===== src/rtl/tdm_oe_pkg.sv =====
package tdm_oe_pkg;

  typedef enum logic [1:0] {
    RATE_2M   = 2'd0,
    RATE_4M   = 2'd1,
    RATE_8M   = 2'd2,
    RATE_8M_B = 2'd3
  } tdm_rate_e;

endpackage


===== src/rtl/tdm_oe_table.sv =====
module tdm_oe_table #(
  parameter int NUM_STREAMS = 16,
  parameter int MAX_SLOTS   = 128,
  localparam int ADDR_W     = $clog2(MAX_SLOTS)
) (
  input  logic                   clk,
  input  logic                   rst,
  input  logic                   wr_en,
  input  logic [ADDR_W-1:0]      wr_addr,
  input  logic [NUM_STREAMS-1:0] wr_data,
  input  logic [ADDR_W-1:0]      rd_addr,
  output logic [NUM_STREAMS-1:0] rd_q,
  output logic                   blank
);

  localparam logic [ADDR_W-1:0] LAST_ADDR = ADDR_W'(MAX_SLOTS - 1);

  logic [NUM_STREAMS-1:0] mem [MAX_SLOTS];
  logic                   clr_busy;
  logic                   clr_busy_d;
  logic [ADDR_W-1:0]      clr_cnt;

  logic                   we;
  logic [ADDR_W-1:0]      wa;
  logic [NUM_STREAMS-1:0] wd;

  // post-reset sweep owns the write port; user writes are dropped meanwhile
  always_ff @(posedge clk) begin
    if (rst) begin
      clr_busy   <= 1'b1;
      clr_busy_d <= 1'b1;
      clr_cnt    <= '0;
    end else begin
      clr_busy_d <= clr_busy;
      if (clr_busy) begin
        clr_cnt <= clr_cnt + 1'b1;
        if (clr_cnt == LAST_ADDR) clr_busy <= 1'b0;
      end
    end
  end

  always_comb begin
    we = clr_busy | wr_en;
    wa = clr_busy ? clr_cnt : wr_addr;
    wd = clr_busy ? '0 : wr_data;
  end

  // single write port, registered read-first read port
  always_ff @(posedge clk) begin
    if (we) mem[wa] <= wd;
    rd_q <= mem[rd_addr];
  end

  assign blank = clr_busy | clr_busy_d;

  assert_clear_step_R1: assert property (@(posedge clk) disable iff (rst)
    clr_busy |=> (!clr_busy || clr_cnt == ADDR_W'($past(clr_cnt) + 1'b1)));

endmodule


===== src/rtl/tdm_oe_fetch.sv =====
module tdm_oe_fetch
  import tdm_oe_pkg::*;
#(
  parameter int NUM_STREAMS = 16,
  parameter int MAX_SLOTS   = 128,
  localparam int ADDR_W     = $clog2(MAX_SLOTS)
) (
  input  logic                   clk,
  input  logic                   rst,
  input  logic [1:0]             rate_sel,
  input  logic [ADDR_W-1:0]      slot_next,
  input  logic                   slot_adv,
  input  logic [NUM_STREAMS-1:0] rd_q,
  input  logic                   blank,
  output logic [ADDR_W-1:0]      rd_addr,
  output logic [NUM_STREAMS-1:0] cur_word
);

  localparam logic [ADDR_W-1:0] MASK_QTR  = ADDR_W'(MAX_SLOTS / 4 - 1);
  localparam logic [ADDR_W-1:0] MASK_HALF = ADDR_W'(MAX_SLOTS / 2 - 1);
  localparam logic [ADDR_W-1:0] MASK_FULL = ADDR_W'(MAX_SLOTS - 1);

  tdm_rate_e rate;
  logic [ADDR_W-1:0] mask;

  always_comb begin
    rate = tdm_rate_e'(rate_sel);
    unique case (rate)
      RATE_2M: mask = MASK_QTR;
      RATE_4M: mask = MASK_HALF;
      default: mask = MASK_FULL;
    endcase
    rd_addr = slot_next & mask;
  end

  // word read on the previous edge becomes active at the slot boundary
  always_ff @(posedge clk) begin
    if (rst)           cur_word <= '0;
    else if (slot_adv) cur_word <= blank ? '0 : rd_q;
  end

  assert_word_hold_R4: assert property (@(posedge clk) disable iff (rst)
    !slot_adv |=> $stable(cur_word));

  assert_rate_qtr_R5: assert property (@(posedge clk) disable iff (rst)
    (rate_sel == 2'd0) |-> (rd_addr < ADDR_W'(MAX_SLOTS / 4)));

  assert_rate_half_R5: assert property (@(posedge clk) disable iff (rst)
    (rate_sel == 2'd1) |-> (rd_addr < ADDR_W'(MAX_SLOTS / 2)));

endmodule


===== src/rtl/tdm_oe_route.sv =====
module tdm_oe_route #(
  parameter int NUM_STREAMS = 16
) (
  input  logic                   gen_oe,
  input  logic [NUM_STREAMS-1:0] cur_word,
  input  logic [NUM_STREAMS-1:0] tx_data,
  input  logic [NUM_STREAMS-1:0] pad_in,
  output logic [NUM_STREAMS-1:0] pad_out,
  output logic [NUM_STREAMS-1:0] pad_oe,
  output logic [NUM_STREAMS-1:0] rx_data
);

  // global enable acts without a clock so drivers release immediately
  for (genvar s = 0; s < NUM_STREAMS; s++) begin : g_stream
    assign pad_oe[s]  = gen_oe & cur_word[s];
    assign pad_out[s] = tx_data[s];
    assign rx_data[s] = gen_oe ? pad_in[s] : tx_data[s];
  end

endmodule


===== src/rtl/tdm_oe_ctrl.sv =====
module tdm_oe_ctrl #(
  parameter int NUM_STREAMS = 16,
  parameter int MAX_SLOTS   = 128,
  localparam int ADDR_W     = $clog2(MAX_SLOTS)
) (
  input  logic                   clk,
  input  logic                   rst,
  input  logic [1:0]             rate_sel,
  input  logic                   gen_oe,
  input  logic                   wr_en,
  input  logic [ADDR_W-1:0]      wr_addr,
  input  logic [NUM_STREAMS-1:0] wr_data,
  input  logic [ADDR_W-1:0]      slot_next,
  input  logic                   slot_adv,
  input  logic [NUM_STREAMS-1:0] tx_data,
  output logic [NUM_STREAMS-1:0] rx_data,
  input  logic [NUM_STREAMS-1:0] pad_in,
  output logic [NUM_STREAMS-1:0] pad_out,
  output logic [NUM_STREAMS-1:0] pad_oe
);

  logic [ADDR_W-1:0]      rd_addr;
  logic [NUM_STREAMS-1:0] rd_q;
  logic [NUM_STREAMS-1:0] cur_word;
  logic                   tbl_blank;

  tdm_oe_table #(.NUM_STREAMS(NUM_STREAMS), .MAX_SLOTS(MAX_SLOTS)) u_table (
    .clk     (clk),
    .rst     (rst),
    .wr_en   (wr_en),
    .wr_addr (wr_addr),
    .wr_data (wr_data),
    .rd_addr (rd_addr),
    .rd_q    (rd_q),
    .blank   (tbl_blank)
  );

  tdm_oe_fetch #(.NUM_STREAMS(NUM_STREAMS), .MAX_SLOTS(MAX_SLOTS)) u_fetch (
    .clk       (clk),
    .rst       (rst),
    .rate_sel  (rate_sel),
    .slot_next (slot_next),
    .slot_adv  (slot_adv),
    .rd_q      (rd_q),
    .blank     (tbl_blank),
    .rd_addr   (rd_addr),
    .cur_word  (cur_word)
  );

  tdm_oe_route #(.NUM_STREAMS(NUM_STREAMS)) u_route (
    .gen_oe   (gen_oe),
    .cur_word (cur_word),
    .tx_data  (tx_data),
    .pad_in   (pad_in),
    .pad_out  (pad_out),
    .pad_oe   (pad_oe),
    .rx_data  (rx_data)
  );

  assert_clear_quiet_R1: assert property (@(posedge clk) disable iff (rst)
    tbl_blank |-> (pad_oe == '0));

  assert_oe_subset_R3: assert property (@(posedge clk) disable iff (rst)
    (pad_oe & ~cur_word) == '0);

endmodule


===== config.mk =====
export PLATFORM = sky130hd
export DESIGN_NAME = tdm_oe_ctrl
export DESIGN_NICKNAME = d
export VERILOG_FILES = /design/src/rtl/tdm_oe_pkg.sv /design/src/rtl/tdm_oe_table.sv /design/src/rtl/tdm_oe_fetch.sv /design/src/rtl/tdm_oe_route.sv /design/src/rtl/tdm_oe_ctrl.sv
export SDC_FILE = /design/constraint.sdc
export NUM_CORES = 2
export LEC_CHECK = 0
export BUFFER_PORTS_ARGS = -buffer_cell sky130_fd_sc_hd__buf_2
export CAP_MARGIN = 10
export CORE_UTILIZATION = 41
export CTS_CLUSTER_SIZE = 12
export DETAILED_ROUTE_END_ITERATION = 6
export HOLD_SLACK_MARGIN = 0.12
export PLACE_DENSITY = 0.55
export REMOVE_ABC_BUFFERS = 1
export SYNTH_ARGS = -nofsm -noshare
export SYNTH_HDL_FRONTEND = slang
export SYNTH_HIERARCHICAL = 1
export SYNTH_SLANG_ARGS = --single-unit

===== constraint.sdc =====
create_clock -name clk -period 7.08 [get_ports clk]
set_input_delay 0.354 -clock clk [delete_from_list [all_inputs] [get_ports clk]]
set_output_delay 0.354 -clock clk [all_outputs]
set_load 0.02 [all_outputs]

## Yosys cells after proc, flatten, opt, wreduce, memory -nomap -nowiden

Memory sizes are Yosys's and may differ from the RTL's. A register that Yosys moved wholly into a read port is not among the register bits.
Cells that the tools add are included.

- Add/sub/neg operators: 1
- Equality and inequality tests: 2
- Multiplexer cells: 24
- Bitwise logic cells: 19
- Reductions and logical operators: 1

Operators with widths:

| operator | count |
|---|---|
| $mux W16 | 2 |
| $mux W1 | 20 |
| $and A1 B1 Y1 | 16 |
| $pmux W7 S2 | 1 |
| $add A7 B1 Y7 const B | 1 |
| $and A7 B7 Y7 | 1 |
| $eq A7 B7 Y1 const B | 1 |
| $mux W7 | 1 |
| $eq A2 B1 Y1 const B | 1 |
| $logic_not A2 Y1 | 1 |
| $or A1 B1 Y1 | 2 |

- Bits in registers: 25
- Bits in writable memories: 2,048
- Input bits: 69
- Output and inout port bits: 48
- Word-level logic and storage cells: 52
- Memories: 1

Memories:

| memory | words | bits a word | rd ports | clocked after memory_dff | write ports | line | source |
|---|---|---|---|---|---|---|---|
| u_table.mem | 128 | 16 | 1 | 1 | 1 | tdm_oe_table.sv:18 | `logic [NUM_STREAMS-1:0] mem [MAX_SLOTS];` |

## Logic depth before layout (Yosys ltp)

- Depth after elaboration: 3
- Mapped depth: 8
- Depth with buffers taken out: 5

## Modules after synthesis

The synthesis kept the hierarchy.

Modules (own cells, without submodules):

| module | instances | cells an instance | area each (um^2) | seq. area each (um^2) |
|---|---|---|---|---|
| tdm_oe_table | 1 | 3,165 | 79,099.6 | 61,999.5 |
| tdm_oe_fetch | 1 | 77 | 719.4 | 320.3 |
| tdm_oe_route | 1 | 51 | 427.9 | 0.0 |

## Worst setup path after synthesis

OpenSTA, ideal clock, no wires.

- Path kind: reg2reg
- Start point: reg u_table.clr_busy
- End point: mem u_table.mem[0][0], data pin
- Library setup time: 0.825 ns
- Data arrival time: 4.257 ns
- Data required time: 6.255 ns
- Slack: 1.998 ns
- Stages on the path, launching flop included: 6
- Buffers on the path: 4
- Clock period less this slack: 5.082 ns
- Path through: dfxtp_1 clkbuf_1 clkbuf_1 clkbuf_1 clkbuf_1 nor2b_1

- Longest elaborated chain between the ends: 1

Ends and longest elaborated chain:

| element | line | source |
|---|---|---|
| from (decl) | tdm_oe_table.sv:19 | `logic clr_busy;` |
| from (signal assigned) | tdm_oe_table.sv:30 | `clr_busy <= 1'b1;` |
| from (signal assigned) | tdm_oe_table.sv:37 | `if (clr_cnt == LAST_ADDR) clr_busy <= 1'b0;` |
| $mux W16 | tdm_oe_table.sv:45 | `wd = clr_busy ? '0 : wr_data;` |
| net u_table.wd[0] | tdm_oe_table.sv:25 | `logic [NUM_STREAMS-1:0] wd;` |
| to (decl) | tdm_oe_table.sv:18 |  |

The timed path passes the listed nets, and every way through them passes these cells.

## Worst setup path in the final report

- Start point: reg u_table.clr_busy
- End point: mem u_table.mem[73][8], enable pin

- Longest elaborated chain between the ends: 3
- Elaborated cells on any way between the ends: 4
- Classes of those cells: mux (3); bitwise (1)

Ends and longest elaborated chain:

| element | line | source |
|---|---|---|
| $or A1 B1 Y1 | tdm_oe_table.sv:43 | `we = clr_busy \| wr_en;` |
| $mux W1 | tdm_oe_table.sv:50 | `if (we) mem[wa] <= wd;` |
| $mux W1 (implied by the code) | tdm_oe_table.sv:50 |  |

Parallel ways exist; a longest one is shown, timed or not.

==> results.cfg <==
[outcome]
run_status = completed

[sta]
tns_ns = 0
worst_pin_slew_ns = 1.316
finClkSkew_ns = 0.02186
rsz0062_at_grt = false
period_needed_ns = 3.685
relSlewSlack = 0.1204
period_share = 0.5205
hold_violations = 0
finalSetupViolations = 0
slew_viol_final = 0
fmax_ghz = 0.2714

[clock_tree]
hold_buffers = 9
cts_made_buffers = 212
cts.sinks = 2089
cts_tree = built
ctsHtreeMaxLevel = 4
cts.clk_slew.worst_paths_ns = 0.06
cts.repair.resized = 0
clockRootBuffer = clkbuf_16
clockBufferDepth = 3
clkLatencyLatePin_ns = 0.84
postCtsSetupRepairBufs = 0

[synthesis]
synth_top_area_share = 0.7664
synth-seq-cells = 2089
yosysUniqueCellTypes = 36
synth_top_cell_by_area = edfxtp_1
yosysWarnings = 6
synth_cells = 3293
netlist_area_um2 = 80250
synth_seq_area_share = 0.7766
ys_top_cells_by_area = edfxtp_1 77%, mux4_2 19%, dfxtp_1 1.0%
syn_area_per_cell_um2 = 24.37

[grt]
gr-total-overflow = 0
antenna_found_initial = 14
grt_usage = 0.2047
grt_max_degree = 117
grt_pass1_vias = 37219
grt_pass1_wl_mm = 283.8

[placed_design]
io_buffers = 116
placed_cell_area_um2 = 84800
gp_congestion = 0.7707
place_hpwl_mm = 111.0

[die]
core_area_um2 = 194600
die_x_um = 444.4
initial_core_util = 0.4124
rows = 162
die_area_um2 = 197500
chipHeight_um = 444.4
io_pins = 117

[min_path]
hold_class = in2reg

[routing]
drc_errors = 0
via_per_inst = 5.750
drt_iter0_drc = 3377
num_vias = 36353
route.detailed.wl_per_inst_um = 31.66
wirelength_mm = 200.1
firstDrtPassIters = 7
postRouteAntennaNets = 0

[critical_path]
endpoint_kind = flip-flop
crit_arrival_ns = 4.15
worstSetupStartpoint = u_table/clr_busy$_SDFF_PP1_
crit_end = u_table/mem[73][8]$_DFFE_PP_
r2r-end = u_table/mem[73][8]$_DFFE_PP_
path_class = reg2reg
crit_family = simple AND/OR/NAND/NOR gates
critPathRequiredTime_ns = 7.54
crit_fanout = 26
r2r_start = u_table/clr_busy$_SDFF_PP1_
reg2reg_depth = 5
slowest_stage = nor2_4
cp_cell_sequence = buf_4 > nand2_1 > o22ai_1 > nand3_1 > nor2_4
slowest_delay_ns = 0.82
startpoint_type = flip-flop
cp_num_buf_inv = 1
crit_cells = 5
r2r_slack_ns = 3.39

[final_layout]
postLayoutCellArea_um2 = 91250
nets = 3682
areaGrowthSynthToFinish_pct = 13.71
drive_gt1_frac = 0.3465
final_common_cell = edfxtp_1
final_cell_mix = 2,048 x edfxtp_1, 672 x mux4_2, 213 x clkbuf_16, 167 x buf_4, 113 x nor2_1
fin_util = 0.4689

[power]
irDropWorstVdd_mv = 0.2801
power_density_nw_per_um2 = 272.6
leakagePower_uw = 0.02882

[run]
drv_cap = 0
-- routing by layer --
layer	global-route usage	vias up	share of wire	wire length, um
li1	-	14794	-	-
met1	0.2828	20114	0.41	83020
met2	0.3359	1204	0.50	99200
met3	0.03718	241	0.067	13320
met4	0.05397	0	0.023	4609
met5	0	-	0	0
-- worst reg2reg max path: stages, from the launching register on --
cell,delay (ns)
dfxtp_2,0.70
buf_4,0.53
nand2_1,0.12
o22ai_1,0.62
nand3_1,0.51
nor2_4,0.82
-- how the worst min path moves through the flow --
stage / cells past startpoint / from / slack, ns / to
6_report: 3 / slot_adv / 0.22 / u_fetch/cur_word[7]$_SDFFE_PP0P_
5_1_grt: 3 / slot_adv / 0.20 / u_fetch/cur_word[7]$_SDFFE_PP0P_
3_3_place_gp: 2 / u_fetch/cur_word[0]$_SDFFE_PP0P_ / 0.45 / u_fetch/cur_word[0]$_SDFFE_PP0P_
2_1_floorplan: 1 / rst / 0.42 / u_fetch/cur_word[0]$_SDFFE_PP0P_
4_1_cts: 3 / slot_adv / 0.16 / u_fetch/cur_word[15]$_SDFFE_PP0P_
3_5_place_dp: 2 / u_fetch/cur_word[0]$_SDFFE_PP0P_ / 0.45 / u_fetch/cur_word[0]$_SDFFE_PP0P_
-- state kept, by name, indices dropped and copies added (netlist names) --
name                flops
u_fetch/cur_word       16
u_table/clr_busy        1
u_table/clr_busy_d      1
u_table/clr_cnt         7
u_table/mem          2048
u_table/rd_q           16
-- cells in the mapped netlist, drive strengths merged --
cell and number:
edfxtp 2048, a21o 1, clkbuf 96, xor2 2
a21oi 18, mux2i 2, or2 3, nand2b 21
buf 102, dfxtp 41, nand3b 16, mux2 33
a22o 1, nor2 136, ha 1, or3 1
mux4 672, o22ai 3, o21a 1, nand2 27
nor2b 16, a32o 1, xnor2 2, nand4 4
o21ai 3, and2 17, inv 6, o2bb2ai 1
o32ai 4, nand3 13, and3 1
-- logic make-up (layout without fill, tap and decap cells) --
group / after synthesis / in the layout / share of synthesized area
multiplexers: 707 / 707 / 0.1935
other: 0 / 5 / 0
AO/OA/AOI/OAI: 33 / 33 / 0.002510
flip-flops: 2089 / 2089 / 0.7766
adder cells (fa/ha/maj): 1 / 1 / 0.0001559
XOR/XNOR: 4 / 4 / 0.0004367
AND/OR/NAND/NOR: 255 / 255 / 0.01491
buffers and inverters: 204 / 686 / 0.01191
-- final cells by class --
type / count / area [um^2]
fillers: 15822 / 103300
inverters: 6 / 22.52
multi-input cells: 1000 / 17190
clock buffers: 293 / 5761
diodes: 5 / 12.51
well taps: 2542 / 3181
repair buffers: 303 / 2181
flip-flops and latches: 2089 / 62320
clock inverters: 84 / 581.8
-- per-stage QoR --
step,worst slack (ns),cells,power (uW),hold WS [ns]
final,3.395,6322,24870,0.2195
after global routing,3.156,6318,25580,0.2048
after CTS,3.330,6317,25100,0.1592
after detailed placement,2.965,5931,14810,0.4546
after global placement,2.982,5931,14810,0.4511
after floorplan,2.327,3095,14230,0.4231
-- report_power, final --
part | switching [uW] | internal, uW | total [uW]
Clock | 4600 | 5730 | 10300
Sequential | 40.5 | 13400 | 13500
Combinational | 575 | 501 | 1080
No activity file was read; power rests on OpenSTA's default activity.
